## src/rtl/booth_pkg.sv

```systemverilog
package booth_pkg;
  typedef enum logic [1:0] {
    OP_KEEP = 2'd0,
    OP_ADD  = 2'd1,
    OP_SUB  = 2'd2
  } booth_op_e;
endpackage

```

## src/rtl/booth_recode.sv

```systemverilog
module booth_recode
  import booth_pkg::*;
(
  input  logic      cur_bit,
  input  logic      prev_bit,
  output booth_op_e op
);
  // cur/prev: 10 starts a run of ones (subtract), 01 ends one (add)
  always_comb begin
    unique case ({cur_bit, prev_bit})
      2'b10:   op = OP_SUB;
      2'b01:   op = OP_ADD;
      default: op = OP_KEEP;
    endcase
  end
endmodule

```

## src/rtl/booth_addsub.sv

```systemverilog
module booth_addsub
  import booth_pkg::*;
#(
  parameter int W = 32
) (
  input  logic [W:0]   acc,
  input  logic [W-1:0] mcand,
  input  booth_op_e    op,
  output logic [W:0]   res
);
  logic [W:0] mext;
  assign mext = {mcand[W-1], mcand};

  always_comb begin
    unique case (op)
      OP_ADD:  res = acc + mext;
      OP_SUB:  res = acc - mext;
      default: res = acc;
    endcase
  end
endmodule

```

## src/rtl/booth_step_ctr.sv

```systemverilog
module booth_step_ctr #(
  parameter int STEPS = 32
) (
  input  logic clk,
  input  logic rst,
  input  logic load,
  input  logic advance,
  output logic last
);
  localparam int CW = (STEPS > 1) ? $clog2(STEPS) : 1;
  localparam logic [CW-1:0] LAST_VAL = CW'(STEPS - 1);

  logic [CW-1:0] cnt_q;

  always_ff @(posedge clk) begin
    if (rst)          cnt_q <= '0;
    else if (load)    cnt_q <= '0;
    else if (advance) cnt_q <= cnt_q + 1'b1;
  end

  assign last = (cnt_q == LAST_VAL);
endmodule

```

## src/rtl/booth_mul.sv

```systemverilog
module booth_mul
  import booth_pkg::*;
#(
  parameter int W = 32
) (
  input  logic         clk,
  input  logic         rst,
  input  logic         start,
  input  logic [W-1:0] mcand_i,
  input  logic [W-1:0] mplier_i,
  output logic         busy_o,
  output logic         done_o,
  output logic [W-1:0] hi_o,
  output logic [W-1:0] lo_o
);
  // Upper half is kept one bit wider so the most negative multiplicand
  // cannot corrupt the sign before the arithmetic shift.
  logic [W:0]   acc_q;
  logic [W-1:0] mpl_q;
  logic         prev_q;
  logic [W-1:0] mcand_q;
  logic         busy_q, done_q;
  logic [W-1:0] hi_q, lo_q;

  booth_op_e    op;
  logic [W:0]   sum;
  logic [W:0]   acc_n;
  logic [W-1:0] mpl_n;
  logic         last;
  logic         accept;

  assign accept = start && !busy_q;

  booth_recode u_rec (
    .cur_bit  (mpl_q[0]),
    .prev_bit (prev_q),
    .op       (op)
  );

  booth_addsub #(.W(W)) u_as (
    .acc   (acc_q),
    .mcand (mcand_q),
    .op    (op),
    .res   (sum)
  );

  booth_step_ctr #(.STEPS(W)) u_ctr (
    .clk     (clk),
    .rst     (rst),
    .load    (accept),
    .advance (busy_q),
    .last    (last)
  );

  assign acc_n = {sum[W], sum[W:1]};
  assign mpl_n = {sum[0], mpl_q[W-1:1]};

  always_ff @(posedge clk) begin
    if (rst) begin
      acc_q   <= '0;
      mpl_q   <= '0;
      prev_q  <= 1'b0;
      mcand_q <= '0;
      busy_q  <= 1'b0;
      done_q  <= 1'b0;
      hi_q    <= '0;
      lo_q    <= '0;
    end else begin
      done_q <= 1'b0;
      if (accept) begin
        acc_q   <= '0;
        mpl_q   <= mplier_i;
        prev_q  <= 1'b0;
        mcand_q <= mcand_i;
        busy_q  <= 1'b1;
      end else if (busy_q) begin
        acc_q  <= acc_n;
        mpl_q  <= mpl_n;
        prev_q <= mpl_q[0];
        if (last) begin
          busy_q <= 1'b0;
          done_q <= 1'b1;
          hi_q   <= acc_n[W-1:0];
          lo_q   <= mpl_n;
        end
      end
    end
  end

  assign busy_o = busy_q;
  assign done_o = done_q;
  assign hi_o   = hi_q;
  assign lo_o   = lo_q;
endmodule

```

## config.mk

```make
export PLATFORM = sky130hd
export DESIGN_NAME = booth_mul
export DESIGN_NICKNAME = d
export VERILOG_FILES = /design/src/rtl/booth_pkg.sv /design/src/rtl/booth_recode.sv /design/src/rtl/booth_addsub.sv /design/src/rtl/booth_step_ctr.sv /design/src/rtl/booth_mul.sv
export SDC_FILE = /design/constraint.sdc
export NUM_CORES = 1
export LEC_CHECK = 0
export CORE_MARGIN = 8
export CORE_UTILIZATION = 30
export DETAILED_ROUTE_END_ITERATION = 8
export GPL_ROUTABILITY_DRIVEN = 0
export MAX_ROUTING_LAYER = met4
export RECOVER_POWER = 100
export SLEW_MARGIN = 20
export SYNTH_ARGS = -nofsm -noshare
export SYNTH_HDL_FRONTEND = slang
export SYNTH_SLANG_ARGS = --single-unit
```

## constraint.sdc

```tcl
create_clock -name clk -period 5.5 [get_ports clk]
set_input_delay 0.55 -clock clk [delete_from_list [all_inputs] [get_ports clk]]
set_output_delay 0.55 -clock clk [all_outputs]
set_load 0.01 [all_outputs]
```

## Word level (Yosys, flattened, before mapping)

Index checks and enable logic that the tools add are counted.

- Bits in registers: 168
- Bits in writable memories: 0
- Bits of input ports: 67
- Bits in read-only memories: 0
- Memories kept: 0
- Bits in latches: 0
- Output and inout bits: 66

- Shift operators: 0
- $add $sub $neg: 3
- Mux-type cells: 8
- Div/mod/pow operators: 0
- Bitwise gates (word level): 2
- Reduce and logical (&&, ||, !) cells: 6
- Multiply operators: 0
- $lt $le $gt $ge: 0
- Equal/unequal tests: 5

Operators with widths:

| kind | number |
|---|---|
| $pmux 33 s2 | 1 |
| $mux 32 | 2 |
| $add 32x32->33 | 1 |
| $sub 32x32->33 | 1 |
| $add 5x1->5 const B | 1 |
| $eq 5x5->1 const B | 1 |
| $eq 2x1->1 const B | 2 |
| $eq 2x2->1 const B | 2 |
| $mux 1 | 4 |
| $pmux 2 s2 | 1 |
| $reduce_and 3->1 | 1 |
| $reduce_or 3->1 | 1 |
| $not 1->1 | 2 |
| $reduce_bool 2->1 | 1 |
| $reduce_or 2->1 | 1 |
| $logic_and 1x1->1 | 1 |
| $logic_not 1->1 | 1 |

## Logic depth before layout (Yosys ltp)

- Depth in word-level cells: 6
- Mapped depth: 19

## Cells and area by module

From an unflattened synthesis, not the netlist that was laid out.

- Cell total of the unflattened synthesis: 1,185
- Area, all modules: 9,449.1 sq um

Modules (own cells, without submodules):

| module | seq. area each (sq um) | cells each | area an instance (sq um) | times used |
|---|---|---|---|---|
| booth_mul | 3,263.1 | 710 | 6,257.3 | 1 |
| booth_addsub | 0.0 | 450 | 2,916.5 | 1 |
| booth_step_ctr | 100.1 | 23 | 260.2 | 1 |
| booth_recode | 0.0 | 2 | 15.0 | 1 |

## Least setup slack after synthesis

OpenSTA, ideal clock, no wires.

- Path type: reg-to-reg
- Start point: register mcand_q[5]
- End point: register acc_q[31] (netlist name)
- Cell stages (with the launch flop): 18
- Path buffers: 1
- Library setup time: 123 ps
- Data arrival time: 4,230 ps
- Required time: 5,377 ps
- Path slack: 1,147 ps
- Cell sequence: dfxtp_1 -> buf_6 -> or4_4 -> nor3b_1 -> nand2_1 -> nor3_1 -> nand2_1 -> nor2_1 -> a21oi_1 -> xnor2_1 -> ha_1 -> nand2_1 -> or3_1 -> o221ai_2 -> a31oi_1 -> or3_1 -> a21boi_1 -> mux2_1

- Word-level cells in the longest chain between the ends: 2
- Elaborated cells between the ends (all ways): 3
- Classes of those cells: 2 x add/sub; 1 x mux

Ends and longest elaborated chain:

| item | RTL line | source |
|---|---|---|
| start, declared | booth_mul.sv:21 | `logic [W-1:0] mcand_q;` |
| start signal, assigned | booth_mul.sv:74 | `mcand_q <= mcand_i;` |
| $sub 32x32->33 or $add 32x32->33 (tied branches) | booth_addsub.sv:17, booth_addsub.sv:16 |  |
| $pmux 33 s2 (*) | booth_addsub.sv:15 | `unique case (op)` |

Mark *: on every way between the ends. The rest lies on a longest branch, timed or not.
A chain may end at the register's enable or synchronous reset.

## Worst setup path in the final report

- Start point: register mcand_q[2]
- End point: register acc_q[31] (netlist name)

- Word-level cells in the longest chain between the ends: 2
- Elaborated cells between the ends (all ways): 3
- Classes of those cells: 2 x add/sub; 1 x mux

Ends and longest elaborated chain:

| item | RTL line |
|---|---|
| $sub 32x32->33 or $add 32x32->33 (tied branches) | booth_addsub.sv:17, booth_addsub.sv:16 |
| $pmux 33 s2 (*) | booth_addsub.sv:15 |

Marks and branches as above.

==> flow_summary.toml <==
[yosys]
synth_top_family_by_area = "compound AO/OA/AOI/OAI gates"
synth_area_sq_um = 8660
primary_ff_master_synth = "dfxtp_1"
post_synth_edffs = 0
synth.distinct_cells = 69
synth_area_in_xor_xnor = 0.0536
synth_adder_area_share = 0.0543
avgSynthCellArea_sq_um = 8.26
synthCells = 1048
synth-compound-area-share = 0.226
fraction_of_registers_with_async_set_reset = 0
seq_area_frac_synth = 0.388
synth-warning-count = 0
post_synth_mux_area_share = 0.0608
postSynthNetCount = 1152
synth-simple-area-share = 0.177
synth_seq_cells = 168

[drt]
via_per_inst = 4.94
wirelength_mm = 23.9
ant_nets = 0
first_iter_violations = 518
avgRoutedWirePerCell_um = 15.6
drt_pre_antenna_iters = 5
remaining_drc_errors = 0
vias = 7594

[global_routing]
grt_overflow = 0
grt_pass1_wl_mm = 38.3
grt_pass1_vias = 7226
maximum_number_of_pins_on_one_net_before_global_route_repair = 66
globalRouteTotalUtil = 0.142
number_of_antenna_violations_at_the_first_check_in_global_routing = 0

[cts]
clock_tree.htree_level_count = 4
clkLatencyLatePin_ns = 0.43
number_of_buffers_on_the_longest_clock_path = 2
tritoncts_clock_tree = "built"
ctsRootBufferMaster = "clkbuf_16"
clock_sinks = 168
post-cts-setup-buffer-count = 0
cts_inserted_buffers = 17
clock_transition_at_path_regs_ns = 0.07

[placement]
placement.io_buffers = 132
place_inst = 1505
post-place-ws_ns = 0.510
detailedPlacementHpwl_mm = 17.3
detailed_place.area_sq_um = 10200

[floorplanning]
starting_utilization_of_the_core_area = 0.303
floorplan.die_area_sq_um = 34600
core-area_sq_um = 28500
io_pins = 133
die-height_um = 186
placement_rows = 62
die_width_um = 186

[worst_setup_path]
critPathArrivalTime_ns = 5.36
cp_cell_sequence = "nor2_1 > nor4b_1 > nor3b_2 > nand2_1 > nor3_1 > nand2_1 > nor2_1 > a21oi_1 > xnor2_1 > ha_1 > nand2_1 > or3_1 > o221ai_2 > a31oi_1 > or3_1 > a21boi_0 > mux2_1"
cp_common_cell = "nand2_1"
startpoint_type = "register"
setup.worst_path.class = "reg2reg"
worstPathMaxFanout = 8
timing.critical_path.max_delay_family = "simple AND/OR/NAND/NOR gates"
worst-path-buf-inv = 0
cpMaxStageDelayCell = "nor4b_1"
kind_of_end_point_of_the_critical_path = "register"
cp_data_required_time_ns = 5.81
critical-path-max-stage-delay_ns = 0.48

[status]
failed_checks = "capacitance limit, slew limit"
outcome = "finished with violations"

[layout]
insertedDiodeCount = 0
num-nets-final = 1244
sequential_cell_area_sq_um = 3370
final_cell_count_no_fill = 1537
layout-drive-gt1-share = 0.0494
final_cell_utilization_of_the_core = 0.379
area_growth_syn_to_layout_pct = 25.0
layout.cell_area.non_filler_sq_um = 10800
multi_input_area_sq_um = 4960
n_fill_cell = 2978

[timing]
unrepaired_setup_endpoints_after_global_routing = "no"
fmax_ghz = 0.198
final-hold-violation-count = 0
fin_skew_ns = 0.0103
worstMarginPinSlew_ns = 3.11
hold-worst-slack_ns = 0.449
final_setup_fails = 0
setup-tns-final_ns = 0
final_min_period_over_clock_period = 0.918
post-route-min-period_ns = 5.05
timing.final.ws_setup_ns = 0.452
timing.slew.headroom = -1.08
report.final.slew_viol_count = 206

[power_and_ir_drop]
fin_total_pwr_mw = 3.18
power_density_nw_per_um2 = 293
cellLeakagePower_nw = 4.38
irDropWorstVdd_v = 0.000221

[min_path]
min_delay_path_class = "reg2reg"

[run]
maxCapViolations = 4
==> registers in the layout (all words and copies together), names as in the netlist <==
signal	flops
acc_q	32
hi_o	32
lo_o	32
mcand_q	32
mpl_q	32
u_ctr.cnt_q	5
busy_o	1
done_o	1
prev_q	1
==> cell usage in the layout, fill, tap and decap left out, types with 3 or more instances in the layout <==
cell type and count:
and2_1 3, o22ai_1 3, inv_1 18, nor2_1 144
a21oi_1 116, a21boi_0 3, a21o_1 16, o21bai_1 3
a32oi_1 4, clkinv_4 3, buf_4 4, a31oi_1 8
a211oi_1 17, nand2_1 123, or3b_2 3, or3_1 7
o211ai_1 5, nand2b_1 3, clkdlybuf4s50_1 64, nor3_1 16
nor4_1 5, xnor2_1 47, and2_0 3, nor2b_1 5
clkbuf_16 17, dlygate4sd3_1 66, nand3_1 6, nand4_1 4
clkbuf_1 5, a22o_1 42, o21ai_0 54, o21a_1 9
o31ai_1 8, and3_1 6, dfxtp_1 167, mux2i_1 47
xor2_1 6, inv_6 5, ha_1 36
==> Yosys cell counts, types with 3 or more instances <==
library cell | instances | area share
dfxtp_1 | 168 | 0.39
nor2_1 | 144 | 0.062
nand2_1 | 123 | 0.053
a21oi_1 | 117 | 0.068
clkbuf_1 | 55 | 0.024
o21ai_0 | 53 | 0.031
mux2i_1 | 47 | 0.054
xnor2_1 | 47 | 0.048
a22o_1 | 42 | 0.042
ha_1 | 36 | 0.052
inv_1 | 19 | 0.0082
a211oi_1 | 17 | 0.015
a21o_1 | 16 | 0.014
nor3_1 | 16 | 0.0092
o21a_1 | 9 | 0.0078
a31oi_1 | 8 | 0.0058
buf_1 | 8 | 0.0035
o31ai_1 | 8 | 0.0069
or3_1 | 7 | 0.0051
and2_1 | 6 | 0.0043
and3_1 | 6 | 0.0043
nand3_1 | 6 | 0.0035
nor2b_1 | 6 | 0.0043
xor2_1 | 6 | 0.0061
nor4_1 | 5 | 0.0036
o211ai_1 | 5 | 0.0043
a32oi_1 | 4 | 0.0040
nand4_1 | 4 | 0.0029
buf_6 | 3 | 0.0039
nand2b_1 | 3 | 0.0022
o21bai_1 | 3 | 0.0026
o22ai_1 | 3 | 0.0022
or3b_2 | 3 | 0.0030
==> cells by family after synthesis <==
| kind of cell | count (synthesis) |
|---|---|
| flops | 168 |
| xor+xnor | 53 |
| compound gates | 307 |
| simple gates | 346 |
| fa+ha+maj | 37 |
| mux | 51 |
| buf+inv | 86 |
==> power breakdown <==
part / leakage [nW] / total (mW) / internal, mW / switching [mW]
clock: 0.289 / 1.23 / 0.682 / 0.548
sequential: 1.37 / 1.31 / 1.26 / 0.0504
combinational: 2.72 / 0.638 / 0.279 / 0.360
total: 4.38 / 3.18 / 2.22 / 0.958
==> worst min-delay path: cells and delay by family (launching register included) <==
family	cells	cell delay (ns)
AOI/OAI and AO/OA	1	0.05
and+or+nand+nor	1	0.04
DFF	1	0.32
==> path summary, 6_finish.rpt <==
path	start	to	slack [ns]	depth (start not counted)
setup / recovery	mcand_q[2]$_SDFFE_PP0P_	acc_q[31]$_SDFFE_PP0P_	0.45	17
hold / removal	hi_o[22]$_SDFFE_PP0P_	hi_o[22]$_SDFFE_PP0P_	0.45	2
setup reg to reg	mcand_q[2]$_SDFFE_PP0P_	acc_q[31]$_SDFFE_PP0P_	0.45	17
hold reg to reg	hi_o[22]$_SDFFE_PP0P_	hi_o[22]$_SDFFE_PP0P_	0.45	2
==> final cells by class <==
| type | count | share of cell area |
|---|---|---|
| clock buffers | 18 | 0.0396 |
| clock inverters | 14 | 0.0148 |
| inverters | 19 | 0.00659 |
| multi-input cells | 794 | 0.458 |
| flip-flops and latches | 168 | 0.311 |
| well taps | 384 | 0.0444 |
| repair buffers | 140 | 0.125 |
==> layer usage <==
layer	part of all wire	vias up	track usage
met1	0.51	3432	0.197
met5	0	-	-
met4	0.020	0	0.0476
met3	0.060	36	0.0271
met2	0.41	223	0.204
li1	-	3903	-
==> timing repair <==
action	4_1_cts	5_1_grt
endpoints found under the setup margin	0	1
resized for setup	0	1
hold buffers	0	0
No activity file was read; power rests on OpenSTA's default activity.
